## config.mk

```make
export PLATFORM = sky130hd
export DESIGN_NAME = monitor_entry_unit
export DESIGN_NICKNAME = d
export VERILOG_FILES = /design/src/rtl/mon_entry_pkg.sv /design/src/rtl/mon_entry_ctrl.sv /design/src/rtl/mon_entry_dp.sv /design/src/rtl/monitor_entry_unit.sv
export SDC_FILE = /design/constraint.sdc
export NUM_CORES = 1
export LEC_CHECK = 0
export ABC_AREA = 0
export BUFFER_PORTS_ARGS = -buffer_cell sky130_fd_sc_hd__buf_2
export CORE_MARGIN = 2
export CORE_UTILIZATION = 31
export CTS_CLUSTER_DIAMETER = 30
export CTS_CLUSTER_SIZE = 12
export DETAILED_ROUTE_END_ITERATION = 8
export PLACE_DENSITY = 0.78
export SYNTH_ARGS = -nofsm -noshare
export SYNTH_HDL_FRONTEND = slang
export SYNTH_SLANG_ARGS = --single-unit
```

## constraint.sdc

```tcl
create_clock -name clk -period 1.4 [get_ports clk]
set_input_delay 0.28 -clock clk [delete_from_list [all_inputs] [get_ports clk]]
set_output_delay 0.28 -clock clk [all_outputs]
set_load 0.01 [all_outputs]
```

## src/rtl/mon_entry_pkg.sv

```systemverilog
package mon_entry_pkg;

  // Strobes from the control sequencer to the datapath.
  typedef struct packed {
    logic sampleMode;  // reset release edge: sample pin inputs
    logic takeHi;      // first vector byte present
    logic takeLo;      // second vector byte present
    logic clrReq;      // chip reset low: drop internal request
  } monStrobe_t;

  typedef enum logic [1:0] {
    ST_IDLE,
    ST_WAIT_HI,
    ST_WAIT_LO,
    ST_DONE
  } fetchState_t;

endpackage

```

## src/rtl/mon_entry_ctrl.sv

```systemverilog
module mon_entry_ctrl
  import mon_entry_pkg::*;
(
  input  logic       clk,
  input  logic       porRstN,
  input  logic       chipRstN,
  input  logic       vecValid,
  input  logic       vecIdx,
  output monStrobe_t strobe
);

  logic        prevRstN;
  fetchState_t state;

  always_ff @(posedge clk or negedge porRstN) begin
    if (!porRstN) begin
      prevRstN <= 1'b0;
      state    <= ST_IDLE;
    end else begin
      prevRstN <= chipRstN;
      if (!chipRstN) begin
        state <= ST_IDLE;
      end else begin
        unique case (state)
          ST_IDLE:    if (!prevRstN) state <= ST_WAIT_HI;
          ST_WAIT_HI: if (vecValid && !vecIdx) state <= ST_WAIT_LO;
          ST_WAIT_LO: if (vecValid && vecIdx) state <= ST_DONE;
          ST_DONE:    state <= ST_DONE;
          default:    state <= ST_IDLE;
        endcase
      end
    end
  end

  always_comb begin
    strobe.sampleMode = chipRstN && !prevRstN;
    strobe.takeHi     = (state == ST_WAIT_HI) && vecValid && !vecIdx;
    strobe.takeLo     = (state == ST_WAIT_LO) && vecValid && vecIdx;
    strobe.clrReq     = !chipRstN;
  end

endmodule

```

## src/rtl/mon_entry_dp.sv

```systemverilog
module mon_entry_dp
  import mon_entry_pkg::*;
#(
  parameter int DATA_W    = 8,
  parameter int ADDR_W    = 16,
  parameter int PORT_W    = 8,
  parameter int REMAP_BIT = 8,
  parameter int IRQ_BIT   = 2
) (
  input  logic              clk,
  input  logic              porRstN,
  input  monStrobe_t        strobe,
  input  logic              hvIrq,
  input  logic              irqLevel,
  input  logic              strapOk,
  input  logic [DATA_W-1:0] vecData,
  input  logic              vecAccess,
  input  logic [ADDR_W-1:0] addrIn,
  input  logic [PORT_W-1:0] portDataIn,
  input  logic              cfgIrqEn,
  output logic [ADDR_W-1:0] addrOut,
  output logic [PORT_W-1:0] portDataOut,
  output logic              monMode,
  output logic              forcedMon,
  output logic              intRstReq,
  output logic              copDisable,
  output logic              serialSel,
  output logic              clkSel,
  output logic              forceIn,
  output logic              irqBranchEn
);

  localparam logic [DATA_W-1:0] BLANK_BYTE = '1;
  localparam logic [ADDR_W-1:0] REMAP_MASK = ADDR_W'(1) << REMAP_BIT;
  localparam logic [PORT_W-1:0] IRQ_MASK   = PORT_W'(1) << IRQ_BIT;

  logic lvlQ;
  logic hiBlank;
  logic lowBlank;
  logic blankHit;

  assign lowBlank = (vecData == BLANK_BYTE);
  // The forced latch doubles as the one-shot guard.
  assign blankHit = strobe.takeLo && hiBlank && lowBlank && !forcedMon && !monMode;

  always_ff @(posedge clk or negedge porRstN) begin
    if (!porRstN) begin
      monMode   <= 1'b0;
      forcedMon <= 1'b0;
      intRstReq <= 1'b0;
      lvlQ      <= 1'b0;
      hiBlank   <= 1'b0;
    end else begin
      if (strobe.sampleMode) begin
        monMode <= forcedMon || (hvIrq && strapOk);
        lvlQ    <= irqLevel;
        hiBlank <= 1'b0;
      end
      if (strobe.takeHi) hiBlank <= lowBlank;
      if (strobe.clrReq) begin
        intRstReq <= 1'b0;
      end else if (blankHit) begin
        intRstReq <= 1'b1;
        forcedMon <= 1'b1;
      end
    end
  end

  logic remapNow;
  assign remapNow = monMode && vecAccess;

  always_comb begin
    addrOut     = remapNow ? (addrIn & ~REMAP_MASK) : addrIn;
    portDataOut = monMode ? (portDataIn & ~IRQ_MASK) : portDataIn;
    copDisable  = forcedMon;
    serialSel   = monMode;
    clkSel      = monMode && lvlQ;
    forceIn     = monMode;
    irqBranchEn = cfgIrqEn || monMode;
  end

endmodule

```

## src/rtl/monitor_entry_unit.sv

```systemverilog
module monitor_entry_unit
  import mon_entry_pkg::*;
#(
  parameter int DATA_W    = 8,
  parameter int ADDR_W    = 16,
  parameter int PORT_W    = 8,
  parameter int REMAP_BIT = 8,
  parameter int IRQ_BIT   = 2
) (
  input  logic              clk,
  input  logic              porRstN,
  input  logic              chipRstN,
  input  logic              hvIrq,
  input  logic              irqLevel,
  input  logic              strapOk,
  input  logic              vecValid,
  input  logic              vecIdx,
  input  logic [DATA_W-1:0] vecData,
  input  logic              vecAccess,
  input  logic [ADDR_W-1:0] addrIn,
  input  logic [PORT_W-1:0] portDataIn,
  input  logic              cfgIrqEn,
  output logic [ADDR_W-1:0] addrOut,
  output logic [PORT_W-1:0] portDataOut,
  output logic              monMode,
  output logic              forcedMon,
  output logic              intRstReq,
  output logic              copDisable,
  output logic              serialSel,
  output logic              clkSel,
  output logic              forceIn,
  output logic              irqBranchEn
);

  monStrobe_t strobe;

  mon_entry_ctrl u_ctrl (
    .clk      (clk),
    .porRstN  (porRstN),
    .chipRstN (chipRstN),
    .vecValid (vecValid),
    .vecIdx   (vecIdx),
    .strobe   (strobe)
  );

  mon_entry_dp #(
    .DATA_W    (DATA_W),
    .ADDR_W    (ADDR_W),
    .PORT_W    (PORT_W),
    .REMAP_BIT (REMAP_BIT),
    .IRQ_BIT   (IRQ_BIT)
  ) u_dp (
    .clk         (clk),
    .porRstN     (porRstN),
    .strobe      (strobe),
    .hvIrq       (hvIrq),
    .irqLevel    (irqLevel),
    .strapOk     (strapOk),
    .vecData     (vecData),
    .vecAccess   (vecAccess),
    .addrIn      (addrIn),
    .portDataIn  (portDataIn),
    .cfgIrqEn    (cfgIrqEn),
    .addrOut     (addrOut),
    .portDataOut (portDataOut),
    .monMode     (monMode),
    .forcedMon   (forcedMon),
    .intRstReq   (intRstReq),
    .copDisable  (copDisable),
    .serialSel   (serialSel),
    .clkSel      (clkSel),
    .forceIn     (forceIn),
    .irqBranchEn (irqBranchEn)
  );

endmodule

```

* After elaboration in Yosys (flattened, before gate mapping)
Index checks and enable logic that the tools add are counted.
** Word-level totals
- Register bits after elaboration :: 8
- Bits of input ports :: 42
- Output and inout port bits :: 32
** Operators by class
- Equal/unequal tests :: 8
- Muxes and demuxes :: 11
- Reduce and logical (&&, ||, !) cells :: 24
** Operators by type and width (number)
- logical AND 1 bit :: 14
- two-way mux 9 bit :: 1
- == test 8 bit, second input constant :: 1
- two-way mux 2 bit :: 4
- one-hot mux 2 bit (4 select lines) :: 1
- != test 3 x 2 -> 1 bit, second input constant :: 2
- == test 2 bit, second input constant :: 2
- logical NOT 1 bit :: 4
- two-way mux 1 bit :: 4
- two-way mux 3 bit :: 1
- != test 3 bit, second input constant :: 1
- AND reduction 3 bit :: 1
- == test 2 x 1 -> 1 bit, second input constant :: 1
- logical NOT 2 bit :: 1
- logical OR 1 bit :: 2
- != test 2 x 1 -> 1 bit, second input constant :: 1
- AND reduction 2 bit :: 1
- nonzero test 2 bit :: 1

* Longest topological paths before layout
- Depth in word-level cells :: 9
- Depth in mapped cells :: 3

* Hierarchy
From an unflattened synthesis, not the netlist that was laid out.
** Unflattened totals
- Cell total of the unflattened synthesis :: 62
- Area, all modules :: 590.6 µm²
** Modules (own cells, without submodules)
- mon_entry_dp :: instances 1, cells each 48, area an instance 437.9 µm²
- mon_entry_ctrl :: instances 1, cells each 14, area an instance 152.6 µm²

* Worst setup path after synthesis
No wires, ideal clock.
- Kind :: register -> output
- Start :: reg u_dp.monMode, in the netlist u_dp.forceIn
- End :: out irqBranchEn
- Arrival :: 0.790 ns
- Data required time :: 1.120 ns
- Setup slack :: 0.330 ns
- Stages on the path, launching flop included :: 2
- Buffers on the path :: 0
- Path through :: dfrtp_1 > or2_2
** On the way
- Longest elaborated chain between the ends :: 1
** RTL lines
- start, declared :: RTL line mon_entry_dp.sv:23 : output logic monMode,
- start signal, assigned :: RTL line mon_entry_dp.sv:55 : monMode <= forcedMon || (hvIrq && strapOk);
- logical OR 1 bit :: RTL line mon_entry_dp.sv:79 : irqBranchEn = cfgIrqEn || monMode;
- end, declared :: RTL line monitor_entry_unit.sv:32 : output logic irqBranchEn
Every way passes these cells.

* Worst setup path after layout
Same ends and word-level chain as after synthesis.

==> results_dict.tcl <==
set metrics [dict create \
    outcome "finished, final reports clean" \
    seq_area_sq_um 201 \
    vias_per_cell 4.62 \
    clkPwrFrac_pct 31.5 \
    power_switching_mw 0.132 \
    syn2layout_area_growth_pct 6.62 \
    die_area_sq_um 2250 \
    ios 74 \
    n_antenna_cell 0 \
    swShare_pct 24.5 \
    worstSkewPairLatency_ps 250 \
    first_pass_iters 3 \
    cp.depth 2 \
    period_needed_ps 1350 \
    slowest_delay_ps 440 \
    cpMaxStageDelayCell "dfrtp_2" \
    netlist_area_sq_um 586 \
    clockBufferDepth 2 \
    crit_family "flip-flops" \
    syn_nets 102 \
    crit_type "flop to output port" \
    seq_power_share_pct 48.1 \
    grt.total_usage_pct 11.2 \
    grt_max_degree 9 \
    synth.avg_cell_area_sq_um 9.76 \
    cts.reportedPaths.clkPinSlew_ps 50 \
    p_leak_nw 0.318 \
    io_buffers 29 \
    yosys-top-cells-area "dfrtp_1 34%, buf_4 32%, nand4bb_1 3.8%, mux2i_1 3.4%, nand4_1 2.1%" \
    pwr_density_cell_nw_per_um2 860 \
    cts_buffers 3 \
    grt_pass1_wl_um 1700 \
    r2r_slack_ps 230 \
    cts_root_buf "clkbuf_4" \
    fin_util_pct 35.8 \
    multi_input_area_sq_um 196 \
    layout-drive-gt1-share_pct 56.5 \
    start_util_pct 33.5 \
    max_freq_ghz 0.743 \
    worstPathCellList "or2_4, buf_6" \
    row_count 15 \
    wl_per_cell_um 13.1 \
    combPwrFrac_pct 20.4 \
    setup.worst_path.start "u_dp.forceIn" \
    holdPathStages 1 \
    hold_start "chipRstN" \
    hold_path_class "input port to flop" \
    arrival_ps 1070 \
    h-tree-depth 1 \
    reg2reg_from "u_dp.forceIn" \
    synth-seq-cells 8 \
    setup_viol 0 \
    yosysWarnings 0 \
    final_nets 113 \
    drv_cap 0 \
    die_h_um 47.5 \
    grt_pass1_vias 415 \
    clock_sinks 8 \
    ant_nets 0 \
    yosysTopAreaCellShare_pct 34.2 \
    ir_drop_mv 0.422 \
    relSlewSlack_pct 82.2 \
    yosysSeqAreaShare_pct 34.2 \
    place_inst 89 \
    gp_congestion 0.624 \
    finalInstanceArea_sq_um 624 \
    cp.required_ps 1120 \
    worst_hold_path.endpoint "u_ctrl.prevRstN" \
    num-fill-cells 186 \
    p_total_mw 0.537 \
    worst_pin_slew_ps 265 \
    whs_ps 219 \
    finalCritPeriodShare_pct 96.1 \
    drt_iter0_drc 1 \
    cts_tree "built" \
    critical_path_buf_inv_count 1 \
    end_kind "output port" \
    drc 0 \
    routed_wl_um 1230 \
    timing.final.hold_violations 0 \
    dp_hpwl_um 982 \
    p_int_mw 0.406 \
    antenna_found_initial 0 \
    yosysTopAreaCell "dfrtp_1" \
    slew_viol_final 0 \
    overflow 0 \
    netlist_instances 60 \
    crit_path_max_fanout 8 \
    fp.coreArea_sq_um 1750 \
    finalClockSkew_ps 4.22 \
    final_cell_count_no_fill 94 \
    r2r_cells 4 \
    crit_path_start_kind "flop" \
    r2r_end "u_dp.copDisable" \
    num_vias 434 \
    die_w_um 47.5 \
    placed_cell_area_sq_um 574 \
    synth.distinct_cells 24 \
]
cells in the mapped netlist:
master and instances:
buf_4 25, dfrtp_1 8, mux2i_1 2, nand2_1 2, nand4_1 2, nand4bb_1 2
nor2b_1 2, a21boi_0 1, a21o_2 1, a21oi_1 1, and2_1 1, inv_1 1
mux2_2 1, nand2b_1 1, nand3_1 1, nand4b_1 1, nor2_1 1, nor4_2 1
o21a_1 1, o21ai_0 1, o221a_2 1, o31ai_1 1, or2_1 1, or2_2 1
flip-flops by register name (all words and copies together) (netlist names):
register,count
u_dp.copDisable,1
u_ctrl.state,2
u_dp.intRstReq,1
u_dp.lvlQ,1
u_ctrl.prevRstN,1
u_dp.forceIn,1
u_dp.hiBlank,1
power groups by stage:
| stage | clock (mW) | sequential [mW] | combinational [mW] |
|---|---|---|---|
| after floorplan | 0 | 0.260 | 0.114 |
| after global placement | 0 | 0.260 | 0.0953 |
| after detailed placement | 0 | 0.262 | 0.0973 |
| after CTS | 0.180 | 0.257 | 0.110 |
| after global routing | 0.195 | 0.261 | 0.122 |
| final | 0.169 | 0.258 | 0.110 |
what timing repair did:
action	4_1_cts	5_1_grt
endpoints found under the hold margin	8	0
endpoints found under the setup margin	1	2
gates resized for setup	1	2
setup buffers	2	0
hold buffers	1	0
cloned	0	0
cells by family (layout without fill, tap and decap cells):
kind of cell | Yosys count | in the layout | share of synthesized area (%)
AO/OA/AOI/OAI | 7 | 7 | 8.97
buffers and inverters | 26 | 35 | 32.7
flip-flops | 8 | 8 | 34.2
multiplexers | 3 | 3 | 5.34
AND/OR/NAND/NOR | 16 | 16 | 18.8
worst max-delay path by stage:
| stage | endpoint | slack (ps) |
|---|---|---|
| 3_5_place_dp | u_dp.copDisable | 240 |
| 2_1_floorplan | irqBranchEn | 330 |
| 4_1_cts | irqBranchEn | 4 |
| 3_3_place_gp | irqBranchEn | 270 |
| 6_report | irqBranchEn | 50 |
| 5_1_grt | irqBranchEn | -0.2 |
cells in the final DEF, fill, tap and decap left out, types with 2 or more instances in the layout:
cell | netlist | final
buf_2 | 0 | 28
clkbuf_4 | 0 | 3
dfrtp_1 | 8 | 7
mux2i_1 | 2 | 2
nand2_1 | 2 | 2
nand4_1 | 2 | 2
nand4bb_1 | 2 | 2
nor2b_1 | 2 | 2
metrics by stage:
step / setup TNS, ps / worst slack, ps
floorplan: 0 / 330
global placement: 0 / 267
detailed placement: 0 / 240
CTS: 0 / 3.95
global route: -0.168 / -0.168
finish: 0 / 54.4
cell type report:
type	instances	share of cell area [%]
Sequential cell	8	32.3
Multi-Input combinational cell	26	31.5
Inverter	1	0.601
Timing Repair Buffer	31	27.1
Clock buffer	3	3.61
Tap cell	25	5.01
routing by layer:
layer | up-vias | share of wire [%] | track usage (%)
met5 | - | 0 | 0
met3 | 8 | 15 | 7.17
met1 | 188 | 33 | 9.79
met4 | 0 | 3.2 | 3.89
met2 | 36 | 49 | 20.5
li1 | 202 | - | -
Note: power is estimated with default switching activity, not from simulation.
